**src/rtl/spi_rd_pkg.sv**
```systemverilog
// Shared types and constants for the serial flash read controller.
// Assumes a 24-bit address space on the flash side.
package spi_rd_pkg;

    typedef enum logic [1:0] {
        RD_PLAIN = 2'd0,
        RD_FAST  = 2'd1,
        RD_DUAL  = 2'd2,
        RD_SPARE = 2'd3
    } rd_mode_e;

    typedef enum logic [2:0] {
        PH_IDLE,
        PH_CMD,
        PH_ADDR,
        PH_DUMMY,
        PH_DATA,
        PH_GAP
    } phase_e;

    localparam int CMD_CLOCKS       = 8;
    localparam int FAST_IDLE_CLOCKS = 8;
    localparam int DUAL_IDLE_CLOCKS = 4;

    localparam logic [7:0] OPC_PLAIN = 8'h03;
    localparam logic [7:0] OPC_FAST  = 8'h0B;
    localparam logic [7:0] OPC_DUAL  = 8'hBB;

    // Command byte sent for a given read mode.
    function automatic logic [7:0] opcode_for(rd_mode_e m);
        case (m)
            RD_FAST: return OPC_FAST;
            RD_DUAL: return OPC_DUAL;
            default: return OPC_PLAIN;
        endcase
    endfunction

endpackage

```
**src/rtl/spi_rd_clkgen.sv**
```systemverilog
// Half-period tick generator for the serial clock.
// Produces a one-cycle tick every DIV_HALF system clocks while run is high;
// the counter restarts from zero whenever run is low.
module spi_rd_clkgen #(
    parameter int DIV_HALF = 2
) (
    input  logic clk,
    input  logic rst_n,
    input  logic run,
    output logic tick
);
    localparam int CW = (DIV_HALF > 1) ? $clog2(DIV_HALF) : 1;
    localparam logic [CW-1:0] LAST = CW'(DIV_HALF - 1);

    logic [CW-1:0] cnt;

    // Count system clocks within one half period of the serial clock.
    always_ff @(posedge clk) begin
        if (!rst_n) begin
            cnt <= '0;
        end else if (!run || cnt == LAST) begin
            cnt <= '0;
        end else begin
            cnt <= cnt + 1'b1;
        end
    end

    assign tick = run && (cnt == LAST);

endmodule

```
**src/rtl/spi_rd_bytecap.sv**
```systemverilog
// Byte assembler and one-entry output stage.
// Shifts in one bit (single pin) or two bits (two-pin, pin 1 higher) per
// sample strobe; on the strobe that closes a byte, the completed byte is
// loaded into the output stage. Assumes the sequencer never closes a byte
// while the output stage is occupied (it stalls at byte starts instead).
module spi_rd_bytecap (
    input  logic       clk,
    input  logic       rst_n,
    input  logic       sample,
    input  logic       last,
    input  logic       dual,
    input  logic       io0_i,
    input  logic       io1_i,
    input  logic       out_ready,
    output logic       out_valid,
    output logic [7:0] out_data,
    output logic       slot_free
);
    logic [7:0] sh;
    logic [7:0] nxt;

    // Next shift value for the current pin width.
    always_comb begin
        if (dual) nxt = {sh[5:0], io1_i, io0_i};
        else      nxt = {sh[6:0], io1_i};
    end

    // Capture shift register, advanced on each sampling edge.
    always_ff @(posedge clk) begin
        if (!rst_n)      sh <= '0;
        else if (sample) sh <= nxt;
    end

    // Output stage: load a completed byte, release it on acceptance.
    always_ff @(posedge clk) begin
        if (!rst_n) begin
            out_valid <= 1'b0;
            out_data  <= '0;
        end else if (sample && last) begin
            out_valid <= 1'b1;
            out_data  <= nxt;
        end else if (out_ready) begin
            out_valid <= 1'b0;
        end
    end

    assign slot_free = !out_valid || out_ready;

endmodule

```
**src/rtl/spi_rd_seq.sv**
```systemverilog
// Phase sequencer: command, address, idle clocks, data, and chip-select gap.
// Drives chip select, the serial clock and the pin outputs. Outputs change only
// on falling-edge ticks (or at acceptance, with the clock low); sampling is
// requested on rising-edge ticks. Assumes tick comes from spi_rd_clkgen.
module spi_rd_seq
    import spi_rd_pkg::*;
#(
    parameter int ADDR_W = 24,
    parameter int LEN_W  = 16
) (
    input  logic              clk,
    input  logic              rst_n,
    input  logic              req_fire,
    input  rd_mode_e          req_mode,
    input  logic [ADDR_W-1:0] req_addr,
    input  logic [LEN_W-1:0]  req_len_m1,
    input  logic              tick,
    input  logic              slot_free,
    output logic              run,
    output logic              sample,
    output logic              byte_last,
    output logic              dual,
    output logic              busy,
    output logic              cs_n,
    output logic              sclk,
    output logic              io0_o,
    output logic              io0_oe,
    output logic              io1_o,
    output logic              io1_oe
);
    localparam int SR_W = 8 + ADDR_W;
    localparam int CC_W = $clog2(ADDR_W + 1);

    phase_e            ph;
    logic              dual_q, fast_q, gap_half, sclk_q, cs_q;
    logic [SR_W-1:0]   sr;
    logic [CC_W-1:0]   ccnt, plen;
    logic [LEN_W-1:0]  left;
    logic              active, stall, rise_go, fall_go, phase_end;

    // Number of serial clocks in the current phase.
    always_comb begin
        case (ph)
            PH_ADDR:  plen = dual_q ? CC_W'(ADDR_W / 2) : CC_W'(ADDR_W);
            PH_DUMMY: plen = dual_q ? CC_W'(DUAL_IDLE_CLOCKS) : CC_W'(FAST_IDLE_CLOCKS);
            PH_DATA:  plen = dual_q ? CC_W'(4) : CC_W'(8);
            default:  plen = CC_W'(CMD_CLOCKS);
        endcase
    end

    assign active    = (ph == PH_CMD) || (ph == PH_ADDR) || (ph == PH_DUMMY) || (ph == PH_DATA);
    assign stall     = (ph == PH_DATA) && (ccnt == '0) && !slot_free;
    assign rise_go   = tick && active && !sclk_q && !stall;
    assign fall_go   = tick && active && sclk_q;
    assign phase_end = (ccnt == plen);

    // Phase, clock, chip select, shift and count state.
    always_ff @(posedge clk) begin
        if (!rst_n) begin
            ph       <= PH_IDLE;
            dual_q   <= 1'b0;
            fast_q   <= 1'b0;
            gap_half <= 1'b0;
            sclk_q   <= 1'b0;
            cs_q     <= 1'b1;
            sr       <= '0;
            ccnt     <= '0;
            left     <= '0;
        end else if (ph == PH_IDLE) begin
            if (req_fire) begin
                ph     <= PH_CMD;
                cs_q   <= 1'b0;
                sr     <= {opcode_for(req_mode), req_addr};
                ccnt   <= '0;
                left   <= req_len_m1;
                dual_q <= (req_mode == RD_DUAL);
                fast_q <= (req_mode == RD_FAST);
            end
        end else if (ph == PH_GAP) begin
            if (tick) begin
                if (gap_half) ph <= PH_IDLE;
                else          gap_half <= 1'b1;
            end
        end else if (rise_go) begin
            sclk_q <= 1'b1;
            ccnt   <= ccnt + 1'b1;
        end else if (fall_go) begin
            sclk_q <= 1'b0;
            if (phase_end) begin
                ccnt <= '0;
                sr   <= sr << 1;
                case (ph)
                    PH_CMD:   ph <= PH_ADDR;
                    PH_ADDR:  ph <= (dual_q || fast_q) ? PH_DUMMY : PH_DATA;
                    PH_DUMMY: ph <= PH_DATA;
                    default: begin
                        if (left == '0) begin
                            cs_q     <= 1'b1;
                            ph       <= PH_GAP;
                            gap_half <= 1'b0;
                        end else begin
                            left <= left - 1'b1;
                        end
                    end
                endcase
            end else if (dual_q && ph == PH_ADDR) begin
                sr <= sr << 2;
            end else begin
                sr <= sr << 1;
            end
        end
    end

    assign run       = (ph != PH_IDLE);
    assign busy      = (ph != PH_IDLE);
    assign sample    = rise_go && (ph == PH_DATA);
    assign byte_last = (ccnt == plen - 1'b1);
    assign dual      = dual_q;
    assign cs_n      = cs_q;
    assign sclk      = sclk_q;
    assign io0_o     = (dual_q && ph == PH_ADDR) ? sr[SR_W-2] : sr[SR_W-1];
    assign io1_o     = dual_q && (ph == PH_ADDR) && sr[SR_W-1];
    assign io0_oe    = (ph == PH_CMD) || (ph == PH_ADDR) ||
                       (!dual_q && (ph == PH_DUMMY || ph == PH_DATA));
    assign io1_oe    = dual_q && (ph == PH_ADDR);

endmodule

```
**src/rtl/spi_flash_rd.sv**
```systemverilog
// Top level of the serial flash read controller.
// Accepts one request at a time (start address, byte count minus one, mode),
// runs the serial transaction and streams received bytes out. Assumes the
// flash changes its data on falling edges of the serial clock.
module spi_flash_rd
    import spi_rd_pkg::*;
#(
    parameter int DIV_HALF = 2,
    parameter int ADDR_W   = 24,
    parameter int LEN_W    = 16
) (
    input  logic              clk,
    input  logic              rst_n,
    input  logic              req_valid,
    output logic              req_ready,
    input  logic [1:0]        req_mode,
    input  logic [ADDR_W-1:0] req_addr,
    input  logic [LEN_W-1:0]  req_len_m1,
    output logic              busy,
    output logic              spi_cs_n,
    output logic              spi_sclk,
    output logic              spi_io0_o,
    output logic              spi_io0_oe,
    input  logic              spi_io0_i,
    output logic              spi_io1_o,
    output logic              spi_io1_oe,
    input  logic              spi_io1_i,
    output logic              dout_valid,
    input  logic              dout_ready,
    output logic [7:0]        dout_data
);
    logic run, tick, sample, byte_last, dual, slot_free, req_fire;

    assign req_ready = !busy;
    assign req_fire  = req_valid && req_ready;

    spi_rd_clkgen #(.DIV_HALF(DIV_HALF)) u_clkgen (
        .clk   (clk),
        .rst_n (rst_n),
        .run   (run),
        .tick  (tick)
    );

    spi_rd_seq #(.ADDR_W(ADDR_W), .LEN_W(LEN_W)) u_seq (
        .clk        (clk),
        .rst_n      (rst_n),
        .req_fire   (req_fire),
        .req_mode   (rd_mode_e'(req_mode)),
        .req_addr   (req_addr),
        .req_len_m1 (req_len_m1),
        .tick       (tick),
        .slot_free  (slot_free),
        .run        (run),
        .sample     (sample),
        .byte_last  (byte_last),
        .dual       (dual),
        .busy       (busy),
        .cs_n       (spi_cs_n),
        .sclk       (spi_sclk),
        .io0_o      (spi_io0_o),
        .io0_oe     (spi_io0_oe),
        .io1_o      (spi_io1_o),
        .io1_oe     (spi_io1_oe)
    );

    spi_rd_bytecap u_cap (
        .clk       (clk),
        .rst_n     (rst_n),
        .sample    (sample),
        .last      (byte_last),
        .dual      (dual),
        .io0_i     (spi_io0_i),
        .io1_i     (spi_io1_i),
        .out_ready (dout_ready),
        .out_valid (dout_valid),
        .out_data  (dout_data),
        .slot_free (slot_free)
    );

endmodule

```
**config.mk**
```make
export PLATFORM = sky130hd
export DESIGN_NAME = spi_flash_rd
export DESIGN_NICKNAME = d
export VERILOG_FILES = /design/src/rtl/spi_rd_pkg.sv /design/src/rtl/spi_rd_clkgen.sv /design/src/rtl/spi_rd_bytecap.sv /design/src/rtl/spi_rd_seq.sv /design/src/rtl/spi_flash_rd.sv
export SDC_FILE = /design/constraint.sdc
export NUM_CORES = 1
export LEC_CHECK = 0
export ABC_AREA = 1
export ABC_CLOCK_PERIOD_IN_PS = 3500
export CAP_MARGIN = 20
export CORE_ASPECT_RATIO = 0.8
export CORE_MARGIN = 5
export CORE_UTILIZATION = 45
export CTS_BUF_LIST = sky130_fd_sc_hd__clkbuf_4 sky130_fd_sc_hd__clkbuf_8
export CTS_CLUSTER_SIZE = 25
export DETAILED_ROUTE_END_ITERATION = 8
export PLACE_DENSITY = 0.68
export REMOVE_ABC_BUFFERS = 1
export SYNTH_ARGS = -nofsm -noshare
export SYNTH_HDL_FRONTEND = slang
export SYNTH_SLANG_ARGS = --single-unit
```
**constraint.sdc**
```tcl
create_clock -name clk -period 3.5 [get_ports clk]
set_clock_uncertainty 0.1 [all_clocks]
set_input_delay 0.35 -clock clk [delete_from_list [all_inputs] [get_ports clk]]
set_output_delay 0.35 -clock clk [all_outputs]
set_load 0.05 [all_outputs]
```
==> results.toml, run 1 <==
[timing]
hold_viol_final = 0
clock.fmax_mhz = 342
fin_setup_tns_ps = 0
worst_pin_slew_ps = 851
setup_viol = 0
worst_slack_ps = 574
period_needed_ps = 2930
rsz0062_at_grt = "false"
period_share = 0.836
max_slew_margin = 0.431
drv_slew = 0

[power]
swShare = 0.474
p_comb_frac = 0.540
total_power_mw = 4.35
p_switching_mw = 2.06
power_density_nw_per_um2 = 793
p_leak_nw = 2.27
p_int_mw = 2.29
peakVddDrop_v = 0.000432
power_frac_clock = 0.181
power_frac_seq = 0.279

[route]
viasPerCell = 5.29
drt-initial-drc-count = 452
drc = 0
dr.pass1.iters = 5
wl_microns = 12000
routedWlPerCell_microns = 13.4
drtAntennaViolNets = 0
vias = 4736

[global_routing]
antenna_found_initial = 0
grt_first_pass_wirelength_microns = 19900
grt_max_degree = 52
first_global_vias = 4452
track_usage = 0.198
grt_overflow = 0

[floorplan]
core-area_sq_um = 10100
io_pins = 65
die_y_microns = 100
rows = 33
start_util = 0.453
die_w_microns = 123
dieArea_sq_um = 12300

[setup_path]
required_ps = 3050
cp_slowest_cell = "clkdlybuf4s50_1"
end_kind = "output port"
crit_fanout = 21
path_class = "reg2out"
cpPeakStageDelay_ps = 860
arrival_ps = 2480
path_cells = "nand2_2, o21ai_0, clkdlybuf4s50_1"
cp-start-kind = "flip-flop"

[clock_tree]
clk_latency_ps = 370
cts_resized = 0
h-tree-depth = 3
cts.sinks = 78
cts.clk_slew.worst_paths_ps = 80
clock_path_buffers = 2
cts_made_buffers = 9
holdBufCountCts = 0
root_buffer = "clkbuf_8"
cts_tree = "built"
cts_setup_buffers = 0

[yosys]
synthesis.instances = 706
synthFlopType = "dfxtp_1"
yosysUniqueCellTypes = 40
mappedNetlistArea_sq_um = 4580
ys_ff_latch = 78
yosysSeqAreaShare = 0.341
syn_avg_cell_area_sq_um = 6.48
synthArstFlopShare = 0
ys_warn_count = 0
synth_edf_count = 0

[cells_and_area]
drive_gt1_frac = 0.0767
fin_util = 0.543
layout.cells.non_filler = 896
syn_to_final_growth_pct = 19.9
diodes = 0
fin_nets = 805

[placement]
port_buffers = 64
place_congestion = 0.853
place_hpwl_microns = 8410
dp_slack_ps = 1020
place_inst = 880

[min_path]
holdCritPathClass = "reg2reg"

[run_status]
status = "complete, no violations"

[flow_run]
cap_violations = 0
[worst paths after layout]
path | from | to | slack, ps | cells after the start
max | u_seq.dual | spi_io0_o | 570 | 3
min | u_cap.out_data[7] | u_cap.out_data[7] | 370 | 2
max reg2reg | u_seq.ph[2] | u_seq.left[14] | 930 | 10
min reg2reg | u_cap.out_data[7] | u_cap.out_data[7] | 370 | 2
[per-layer routing]
metal / GRT usage / routed length [microns]
met5: 0 / 0
met4: 0.0697 / 204
met3: 0.0507 / 722
met2: 0.306 / 5400
met1: 0.269 / 5700
[kinds of logic (layout without fill, tap and decap cells)]
group | after synthesis | in the layout | share of synthesized area
AND/OR/NAND/NOR | 342 | 342 | 0.338
AO/OA/AOI/OAI | 150 | 150 | 0.178
buffers and inverters | 125 | 175 | 0.118
flip-flops | 78 | 78 | 0.341
adder cells (fa/ha/maj) | 6 | 6 | 0.0164
XOR/XNOR | 5 | 5 | 0.00957
[cell usage in the layout (no fill, tap or decap), drive strengths merged, types with 7 or more instances in the layout]
cell type / Yosys / routed
inv: 86 / 86
nand4: 7 / 7
nand3: 96 / 96
o21ai: 49 / 49
nor2: 76 / 76
buf: 28 / 8
dfxtp: 78 / 78
a21oi: 70 / 70
a31oi: 22 / 22
clkdlybuf4s50: 0 / 64
nor3: 7 / 7
nand2: 150 / 150
clkbuf: 10 / 11
[cell type report]
cell class	instances	area (sq um)
clock buffers	11	151
fillers	1001	4630
multi-input cells	503	2480
well taps	140	175
flip-flops and latches	78	1560
inverters	87	328
clock inverters	5	81.3
repair buffers	72	713
[power by group through the flow]
stage,Combinational (mW),Sequential [mW],Clock [mW]
4_1_cts,2.33,1.21,0.808
2_1_floorplan,1.71,1.22,0
6_report,2.35,1.21,0.789
3_5_place_dp,2.32,1.23,0
3_3_place_gp,2.28,1.22,0
5_1_grt,2.63,1.24,0.845
[synthesized netlist by cell type (2+ instances only)]
cell type  number  share of area
nand2_1       138           0.11
nand3_1        93           0.10
inv_1          81          0.066
dfxtp_1        78           0.34
nor2_1         70          0.057
a21oi_1        69          0.075
o21ai_0        47          0.051
a31oi_1        22          0.030
buf_2          15          0.016
clkbuf_1       10         0.0082
nand2_2        10          0.014
nand4_1         7         0.0096
ha_1            6          0.016
nor3_1          6         0.0066
buf_4           5         0.0082
inv_2           5         0.0041
nor2_2          5         0.0068
buf_1           4         0.0033
buf_6           4         0.0098
xor2_1          4         0.0077
or2_2           3         0.0041
nand2_4         2         0.0049
nand3_2         2         0.0044
o21ai_1         2         0.0022
o21bai_1        2         0.0033
o22ai_1         2         0.0027
[critical path: cells and delay by family, from the launching register on]
kind                   cells  cell delay (ps)
AND/OR/NAND/NOR            1              220
buffers and inverters      1              860
AO/OA/AOI/OAI              1              290
flip-flops                 1              740
[through the flow]
stage / hold slack (ps) / area (sq um)
after floorplan: 337 / 4370
after global placement: 351 / 5260
after detailed placement: 355 / 5260
after CTS: 369 / 5490
after global routing: 383 / 5490
final: 366 / 5490
[state kept, by name, indices dropped and copies added, names as in the netlist, 3 cells and up]
| register | cells |
|---|---|
| u_seq.ph | 3 |
| u_seq.sr | 32 |
| u_seq.ccnt | 5 |
| u_cap.sh | 7 |
| u_seq.left | 16 |
| u_cap.out_data | 8 |
(Power assumes the default switching activity.)
==> run 2, diff against run 1 <==
ABC_CLOCK_PERIOD_IN_PS = 2800   (was 3500)
clock period = 2.8 ns   (was 3.5 ns; I/O delays follow)
==> results.toml, run 2 (synthesis results as in run 1) <==
[cells_and_area]
nFillCells = 1009
final_common_cell = "nand2_1"
final_cell_mix = "nand2_1, nand3_1, inv_1, dfxtp_1, nor2_1"
diodes = 0
largest_reg_flops = 32
top_regs = "u_seq.sr x32, u_seq.left x16, u_cap.out_data x8"
drive_gt1_frac = 0.0832
fin_nets = 807
layout.cells.non_filler = 897
postLayoutCellArea_sq_um = 5530
regMostFlops = "u_seq.sr"
syn_to_final_growth_pct = 20.7

[setup_path]
path_class = "reg2out"
cp_common_cell = "inv_1"
crit_family = "buffers and inverters"
r2r_end = "u_seq.sr[24]"
cp_slowest_cell = "clkdlybuf4s50_1"
cpPeakStageDelay_ps = 790
cp-start-kind = "flip-flop"
path_buf_inv = 3
rrSetupSlack_ps = 580
crit-reg2reg-launch = "u_seq.ph[1]"
crit_fanout = 4
required_ps = 2420
end_kind = "output port"
ff2ff_path_depth = 11
path_cells = "inv_1, nor2_1, a221oi_1, inv_1, clkdlybuf4s50_1"
arrival_ps = 2220
critPathLaunch = "u_seq.ph[0]"

[clock_tree]
root_buffer = "clkbuf_8"
cts_tree = "built"
cts_made_buffers = 9
cts.sinks = 78
holdBufCountCts = 0
cts.clk_slew.worst_paths_ps = 80
clock_path_buffers = 2
clk_latency_ps = 350
h-tree-depth = 3

[placement]
place_hpwl_microns = 7830
dp_slack_ps = 479
dpl_cell_area_sq_um = 5300
place_inst = 882
place_congestion = 0.846
port_buffers = 64

[global_routing]
track_usage = 0.190
first_global_vias = 4255
antenna_found_initial = 0
grt_overflow = 0
grt_max_degree = 58
grt_first_pass_wirelength_microns = 19300

[route]
drc = 0
drt-initial-drc-count = 308
drtAntennaViolNets = 0
vias = 4657
dr.pass1.iters = 6
routedWlPerCell_microns = 12.8
wl_microns = 11500
viasPerCell = 5.19

[floorplan]
dieArea_sq_um = 12300
die_y_microns = 100
die_w_microns = 123
start_util = 0.453
io_pins = 65
rows = 33
core-area_sq_um = 10100

[timing]
hold_viol_final = 0
clock.fmax_mhz = 385
period_needed_ps = 2600
worst_pin_slew_ps = 597
period_share = 0.928
setup_viol = 0
max_slew_margin = 0.600
rsz0062_at_grt = "false"
worst_slack_ps = 203
drv_slew = 0

[min_path]
holdCritPathClass = "reg2reg"
whs_path_depth = 2
hp-start = "u_cap.sh[6]"
min_to = "u_cap.sh[6]"

[flow_run]
cap_violations = 0

[power]
peakVddDrop_v = 0.000620
total_power_mw = 5.47
p_leak_nw = 2.32
power_density_nw_per_um2 = 990

[run_status]
status = "complete, no violations"
-- run 2: cell type report --
class | instances | area [sq um] | share of cell area
timing repair buffer | 74 | 761 | 0.138
inverter | 87 | 328 | 0.0593
multi-input combinational | 503 | 2480 | 0.448
tap | 140 | 175 | 0.0317
clock inverter | 4 | 70.1 | 0.0127
clock buffer | 11 | 151 | 0.0274
sequential | 78 | 1560 | 0.283
-- run 2: worst max-delay path by stage --
stage | to | slack, ps | cells after the start
6_report | spi_io0_oe | 200 | 5
3_3_place_gp | spi_io0_o | 530 | 4
4_1_cts | spi_io0_o | 80 | 4
3_5_place_dp | spi_io0_o | 480 | 4
5_1_grt | spi_io1_o | 40 | 5
2_1_floorplan | u_seq.sr[0] | -10 | 8
-- run 2: routing by layer --
layer	up-vias	share of wire	GRT usage
li1	2411	-	-
met1	2079	0.47	0.254
met2	157	0.45	0.303
met3	10	0.059	0.0479
met4	0	0.013	0.0534
met5	-	0	0
-- run 2: stage by stage --
stage                util  hold WS, ps  TNS, ps
global route        0.546          398        0
floorplan               -          300    -11.5
global placement    0.524          350        0
detailed placement  0.524          357        0
finish              0.546          368        0
CTS                 0.546          369        0
-- run 2: what timing repair did --
item | 4_1_cts | 5_1_grt
endpoints found under the setup margin | 0 | 2
setup buffers | 0 | 0
resized for setup | 0 | 2
-- run 2: where the power goes --
part | internal [mW] | switching, mW
clock network | 0.543 | 0.415
registers | 1.34 | 0.168
logic | 1.03 | 1.98
-- run 2: worst register-to-register path, cell delays in order, from the launching register on --
cell	delay, ps
dfxtp_1	430
inv_1	130
nor2_2	150
nand3_1	80
nand2_1	80
nand3_1	80
nor2_2	170
nand2_2	80
nand2_2	450
o21ai_0	160
o21bai_1	160
inv_1	50
